File: config.mk
export PLATFORM = sky130hd
export DESIGN_NAME = phy_ctl_bank
export DESIGN_NICKNAME = d
export VERILOG_FILES = /design/src/rtl/pc_pkg.sv /design/src/rtl/pc_mask_reg.sv /design/src/rtl/pc_sync.sv /design/src/rtl/pc_addr_decode.sv /design/src/rtl/phy_ctl_bank.sv
export SDC_FILE = /design/constraint.sdc
export NUM_CORES = 1
export LEC_CHECK = 0
export BUFFER_PORTS_ARGS = -buffer_cell sky130_fd_sc_hd__buf_2
export CAP_MARGIN = 30
export CORE_MARGIN = 1
export CORE_UTILIZATION = 50
export CTS_CLUSTER_DIAMETER = 150
export DETAILED_ROUTE_END_ITERATION = 8
export HOLD_SLACK_MARGIN = 0.12
export PLACE_DENSITY = 0.73
export SYNTH_ARGS = -nofsm -noshare
export SYNTH_HDL_FRONTEND = slang
export SYNTH_HIERARCHICAL = 1
export SYNTH_SLANG_ARGS = --single-unit
File: constraint.sdc
create_clock -name clk -period 1.8 [get_ports clk]
set_input_delay 0 -clock clk [delete_from_list [all_inputs] [get_ports clk]]
set_output_delay 0 -clock clk [all_outputs]
set_load 0.005 [all_outputs]
File: src/rtl/pc_pkg.sv
package pc_pkg;

   localparam int FIELD_W = 16;
   localparam int BUS_W   = 2 * FIELD_W;

   // word indices that carry decoded PHY fields
   localparam int IDX_TIMING = 0;
   localparam int IDX_POWER  = 6;

   // power word layout
   localparam int PWR_BIT     = 0;
   localparam int DLL_BIT     = 1;
   localparam int DRV_LSB     = 4;
   localparam int DRV_W       = 3;

   // timing word layout
   localparam int TAP_SEL_LSB = 7;
   localparam int TAP_SEL_W   = 4;
   localparam int TAP_EN_BIT  = 11;
   localparam int BAND_LSB    = 12;
   localparam int BAND_W      = 2;

   // status word layout
   localparam int ST_LOCK_BIT = 5;
   localparam int ST_CAL_BIT  = 6;

   typedef enum logic [DRV_W-1:0] {
      DRV_50R  = 3'd0,
      DRV_33R  = 3'd1,
      DRV_66R  = 3'd2,
      DRV_100R = 3'd3,
      DRV_40R  = 3'd4
   } drv_code_e;

   typedef enum logic [BAND_W-1:0] {
      BAND_200M = 2'd0,
      BAND_50M  = 2'd1,
      BAND_100M = 2'd2,
      BAND_150M = 2'd3
   } dll_band_e;

endpackage

File: src/rtl/pc_mask_reg.sv
module pc_mask_reg #(
   parameter int              W       = 16,
   parameter logic [W-1:0]    RST_VAL = '0
) (
   input  logic         clk,
   input  logic         rst_n,
   input  logic         we,
   input  logic [W-1:0] din,
   input  logic [W-1:0] bit_en,
   output logic [W-1:0] q
);

   generate
      if (W < 1) begin : g_bad_width
         $error("pc_mask_reg: W must be at least 1");
      end
   endgenerate

   always_ff @(posedge clk or negedge rst_n) begin
      if (!rst_n) begin
         q <= RST_VAL;
      end else if (we) begin
         q <= (q & ~bit_en) | (din & bit_en);
      end
   end

   // enabled bits take the written value
   assert_masked_load_R1: assert property (@(posedge clk) disable iff (!rst_n)
      we |=> ((q & $past(bit_en)) == ($past(din) & $past(bit_en))));

   // bits without enable keep their value
   assert_unmasked_hold_R1: assert property (@(posedge clk) disable iff (!rst_n)
      we |=> ((q & ~$past(bit_en)) == ($past(q) & ~$past(bit_en))));

   // no strobe, no change
   assert_idle_hold_R1: assert property (@(posedge clk) disable iff (!rst_n)
      !we |=> $stable(q));

endmodule

File: src/rtl/pc_sync.sv
module pc_sync #(
   parameter int W      = 2,
   parameter int STAGES = 2
) (
   input  logic         clk,
   input  logic         rst_n,
   input  logic [W-1:0] d,
   output logic [W-1:0] q
);

   generate
      if (STAGES < 2) begin : g_bad_depth
         $error("pc_sync: STAGES must be at least 2");
      end
      if (W < 1) begin : g_bad_width
         $error("pc_sync: W must be at least 1");
      end
   endgenerate

   logic [STAGES-1:0][W-1:0] chain;

   always_ff @(posedge clk or negedge rst_n) begin
      if (!rst_n) begin
         chain <= '0;
      end else begin
         chain <= {chain[STAGES-2:0], d};
      end
   end

   assign q = chain[STAGES-1];

   generate
      if (STAGES == 2) begin : g_chk_two
         logic [1:0] warm;
         always_ff @(posedge clk or negedge rst_n) begin
            if (!rst_n) begin
               warm <= 2'd0;
            end else if (warm != 2'd2) begin
               warm <= warm + 2'd1;
            end
         end
         assert_sync_delay_R4: assert property (@(posedge clk) disable iff (!rst_n)
            (warm == 2'd2) |-> (q == $past(d, 2)));
      end
   endgenerate

endmodule

File: src/rtl/pc_addr_decode.sv
module pc_addr_decode #(
   parameter int ADDR_W     = 6,
   parameter int NUM_CTRL   = 7,
   parameter int STATUS_OFS = 32
) (
   input  logic [ADDR_W-1:0]   addr,
   output logic [NUM_CTRL-1:0] ctrl_sel,
   output logic                status_hit
);

   localparam int SPAN = 1 << ADDR_W;

   generate
      if (NUM_CTRL * 4 > SPAN) begin : g_bad_span
         $error("pc_addr_decode: control words exceed address span");
      end
      if (STATUS_OFS >= SPAN || (STATUS_OFS % 4) != 0) begin : g_bad_status
         $error("pc_addr_decode: status offset out of span or unaligned");
      end
      for (genvar k = 0; k < NUM_CTRL; k++) begin : g_sel
         assign ctrl_sel[k] = (addr == ADDR_W'(k * 4));
      end
   endgenerate

   assign status_hit = (addr == ADDR_W'(STATUS_OFS));

endmodule

File: src/rtl/phy_ctl_bank.sv
module phy_ctl_bank
   import pc_pkg::*;
#(
   parameter int ADDR_W      = 6,
   parameter int NUM_CTRL    = 7,
   parameter int STATUS_OFS  = 32,
   parameter int SYNC_STAGES = 2
) (
   input  logic              clk,
   input  logic              rst_n,
   input  logic              bus_wr,
   input  logic              bus_rd,
   input  logic [ADDR_W-1:0] bus_addr,
   input  logic [31:0]       bus_wdata,
   output logic [31:0]       bus_rdata,
   input  logic              cal_done_async,
   input  logic              dll_lock_async,
   output logic              pwr_up,
   output logic              dll_on,
   output logic [2:0]        drv_code,
   output logic [3:0]        tap_sel,
   output logic              tap_en,
   output logic [1:0]        dll_band
);

   localparam int ST_W = 2;

   generate
      if (NUM_CTRL <= IDX_POWER) begin : g_bad_count
         $error("phy_ctl_bank: NUM_CTRL too small for the power word");
      end
      if (STATUS_OFS < NUM_CTRL * 4) begin : g_bad_overlap
         $error("phy_ctl_bank: status offset overlaps control words");
      end
      if (BUS_W != 32) begin : g_bad_bus
         $error("phy_ctl_bank: bus width must be 32");
      end
   endgenerate

   // ---------------- decode ----------------
   logic [NUM_CTRL-1:0] ctrl_sel;
   logic                status_hit;

   pc_addr_decode #(
      .ADDR_W    (ADDR_W),
      .NUM_CTRL  (NUM_CTRL),
      .STATUS_OFS(STATUS_OFS)
   ) u_dec (
      .addr      (bus_addr),
      .ctrl_sel  (ctrl_sel),
      .status_hit(status_hit)
   );

   // ---------------- storage ----------------
   logic [NUM_CTRL-1:0][FIELD_W-1:0] ctrl_q;
   logic [FIELD_W-1:0]               wr_val;
   logic [FIELD_W-1:0]               wr_en_bits;

   assign wr_val     = bus_wdata[FIELD_W-1:0];
   assign wr_en_bits = bus_wdata[BUS_W-1:FIELD_W];

   generate
      for (genvar k = 0; k < NUM_CTRL; k++) begin : g_word
         pc_mask_reg #(
            .W      (FIELD_W),
            .RST_VAL('0)
         ) u_word (
            .clk   (clk),
            .rst_n (rst_n),
            .we    (bus_wr & ctrl_sel[k]),
            .din   (wr_val),
            .bit_en(wr_en_bits),
            .q     (ctrl_q[k])
         );
      end
   endgenerate

   // ---------------- status ----------------
   logic [ST_W-1:0] st_raw;
   logic [ST_W-1:0] st_sync;

   assign st_raw = {cal_done_async, dll_lock_async};

   pc_sync #(
      .W     (ST_W),
      .STAGES(SYNC_STAGES)
   ) u_sync (
      .clk  (clk),
      .rst_n(rst_n),
      .d    (st_raw),
      .q    (st_sync)
   );

   logic [FIELD_W-1:0] status_word;
   always_comb begin
      status_word              = '0;
      status_word[ST_CAL_BIT]  = st_sync[1];
      status_word[ST_LOCK_BIT] = st_sync[0];
   end

   // ---------------- readback ----------------
   logic [FIELD_W-1:0] rd_low;
   always_comb begin
      rd_low = '0;
      for (int k = 0; k < NUM_CTRL; k++) begin
         if (ctrl_sel[k]) begin
            rd_low = rd_low | ctrl_q[k];
         end
      end
      if (status_hit) begin
         rd_low = rd_low | status_word;
      end
   end

   assign bus_rdata = bus_rd ? {{(BUS_W-FIELD_W){1'b0}}, rd_low} : '0;

   // ---------------- field outputs ----------------
   assign pwr_up   = ctrl_q[IDX_POWER][PWR_BIT];
   assign dll_on   = ctrl_q[IDX_POWER][DLL_BIT];
   assign drv_code = ctrl_q[IDX_POWER][DRV_LSB +: DRV_W];
   assign tap_sel  = ctrl_q[IDX_TIMING][TAP_SEL_LSB +: TAP_SEL_W];
   assign tap_en   = ctrl_q[IDX_TIMING][TAP_EN_BIT];
   assign dll_band = ctrl_q[IDX_TIMING][BAND_LSB +: BAND_W];

   // ---------------- checks ----------------
   assert_single_word_R2: assert property (@(posedge clk) disable iff (!rst_n)
      $onehot0(ctrl_sel) && !(status_hit && (ctrl_sel != '0)));

   assert_stray_write_ignored_R5: assert property (@(posedge clk) disable iff (!rst_n)
      (bus_wr && (ctrl_sel == '0)) |=> $stable(ctrl_q));

   assert_upper_half_zero_R3: assert property (@(posedge clk) disable iff (!rst_n)
      bus_rdata[BUS_W-1:FIELD_W] == '0);

endmodule

==> metrics <==
cell count after synthesis 476; FF-to-FF path depth 2; flip-flop and latch count after synthesis 116; post-CTS setup repair buffer count 0; logic gate share of total power 0.088; most frequent cells in the layout dfrtp_1, nand2_1, mux2_4, buf_2, mux2_2; clock-pin slew on the worst setup and hold paths 0.05 ns; minimum clock period after layout 1.77 ns; Port Buffers 71; top-level port count 88; result of the run finished clean; Pwr per Cell Area 961 nW/um2; GPL Wtd Cong 0.797; Slew HR 0.635; largest stage delay on the critical path 0.57 ns; via count of the routed design 4367; antenna viol nets, final 0; register area share after synthesis 0.491; global-route wire length before repair 24300 um; reg-to-reg setup timing slack 0.44 ns; fraction of power consumed by sequential logic 0.415; met2 track utilization from global routing 0.422; crit path cell chain buf_2 -> or4b_4 -> nor3_2 -> and2_4 -> buf_12 -> nand2_1 -> mux2_2 -> dlygate4sd3_1; final instance area 7410 um2; critical path start-end classification input pin to flip-flop; initial antenna violation count 0; warnings from Yosys 6; met3 usage 0.0601; post-route clock skew 0.00120 ns; layout overhead on the synthesized area 25.3%; part of the power in the clock network 0.497; hold slack 0.106 ns; Die Y-Extent 111 um; via/cell ratio 5.77; post-synthesis cell area 5910 um2; HPWL after detailed placement 9520 um; Critical Path Fanout Max 13; max-slew violation total from the final report 0; TritonRoute pass-1 iters 5; number of diodes 0; switching power summed over all nets 1.57 mW; IR drop worst, VDD 0.952 mV; standard cell core area 11500 um2; via count of the first global-routing pass 4637; total number of H-tree levels 4; Netlist cell types 23; Clock Root Buffer clkbuf_16; clock insertion delay at the later pin of the skew report 0.42 ns; clock tree from TritonCTS built; most common cell after layout, fill and taps aside dfrtp_1; floorplan die area 12300 um2; slew at the pin with the worst max-slew slack 0.548 ns; Max Clock Freq 566 MHz; die width 111 um; final WL 15000 um; proportion of layout cells with a drive suffix above 1 0.406; max-cap check violation count 0; setup-violating endpoint count in the final report 0; static leakage power 3.62 nW; worst hold path class input pin to async pin; maximum number of pins on one net before global-route repair 48; CTS max path bufs 2; remaining global-route overflow 0; post-route clock period utilization 0.982; endpoints failing hold 0; All-Layer GR Usage 0.257; cell with the largest stage delay on the worst path or4b_4; Tot Pwr 7.12 mW; final net count 646; Pint 5.55 mW; fillcell total 851; crit path launch bus_addr[1]; number of remaining DRC errors 0; CTS sink cnt 116; placed standard-cell area 6380 um2; layer carrying the most global-route usage met2; RSZ-0062 raised after global routing no; Cell Rows 39; met1 capacity usage during global routing 0.327; effective utilization at floorplan 0.515; Avg Cell Area, Syn 12.4 um2; CP endpoint kind flip-flop; data arrival at the endpoint of the critical path 2.07 ns; number of DRC markers in iteration 0 320; switching portion of total power 0.220; Required @ worst endpoint 2.10 ns; drt wl/cell 19.8 um; Num CTS Buffers 17; Startpoint Class input pin
critical path, delay by kind of cell:
family        cells  cell delay (ns)
simple gates      4             0.98
buf+inv           3             0.81
mux               1             0.27
cells in the mapped netlist, drive strengths merged:
cell    count  share of area
a22oi      36          0.046
a222oi     14          0.024
dfrtp     116           0.49
mux2      112           0.26
and2        7         0.0076
nand2     113          0.072
nor3        3         0.0051
inv         1        0.00063
or4         1         0.0019
nor2        5         0.0032
a31oi      14          0.015
nand2b      2         0.0021
buf        46          0.066
conb        1        0.00063
clkbuf      1        0.00063
a41oi       2         0.0030
or4b        2         0.0040
per-stage QoR:
step	TNS [ns]	util	worst slack (ns)	instances
after global routing	0	0.646	0.00853	757
after global placement	-0.368	0.556	-0.0577	686
after floorplan	0	-	0.00683	491
after detailed placement	-0.580	0.556	-0.0875	686
after CTS	0	0.645	0.0262	757
final	0	0.646	0.0319	757
power by group through the flow:
| stage | clock network [mW] | registers, mW | logic (mW) |
|---|---|---|---|
| 5_1_grt | 3.68 | 2.97 | 0.681 |
| 6_report | 3.54 | 2.95 | 0.628 |
| 3_5_place_dp | 0 | 2.99 | 0.552 |
| 3_3_place_gp | 0 | 2.97 | 0.528 |
| 4_1_cts | 3.58 | 2.95 | 0.626 |
| 2_1_floorplan | 0 | 2.95 | 0.333 |
final cells by class:
cell class | count | area, um2 | share of cell area
timing repair buffer | 139 | 1030 | 0.140
sequential | 116 | 2900 | 0.392
inverter | 1 | 3.75 | 0.000507
clock buffer | 21 | 460 | 0.0622
tap | 143 | 179 | 0.0242
multi-input combinational | 327 | 2670 | 0.361
clock inverter | 10 | 155 | 0.0209
cells by family (layout without fill, tap and decap cells):
group / after synthesis / after routing / share of synthesized area
other: 1 / 16 / 0.000634
muxes: 112 / 112 / 0.258
buffers and inverters: 48 / 171 / 0.0675
and+or+nand+nor: 133 / 133 / 0.0957
DFF: 116 / 116 / 0.491
AOI/OAI and AO/OA: 66 / 66 / 0.0872
worst min path at each step:
stage | start | slack [ns] | end | cells after the start
final | rst_n | 0.11 | u_sync/chain[0]$_DFF_PN0_ | 2
after global routing | rst_n | 0.15 | u_sync/chain[0]$_DFF_PN0_ | 2
after CTS | rst_n | 0.12 | async pin | 2
after detailed placement | rst_n | 0.02 | u_sync/chain[0]$_DFF_PN0_ | 1
after global placement | rst_n | 0.01 | async pin | 1
after floorplan | rst_n | -0.30 | async pin | 0
what timing repair did:
| item | 4_1_cts | 5_1_grt |
|---|---|---|
| resized for setup | 0 | 4 |
| hold buffers | 40 | 0 |
| setup endpoints to repair | 0 | 8 |
| hold endpoints to repair | 230 | 0 |
per-layer routing:
metal / part of all wire / wire length, um / vias up
li1: - / - / 1927
met1: 0.42 / 6340 / 2259
met2: 0.50 / 7480 / 153
met3: 0.057 / 860 / 28
met4: 0.018 / 273 / 0
met5: 0 / 0 / -
(Power assumes the default switching activity.)
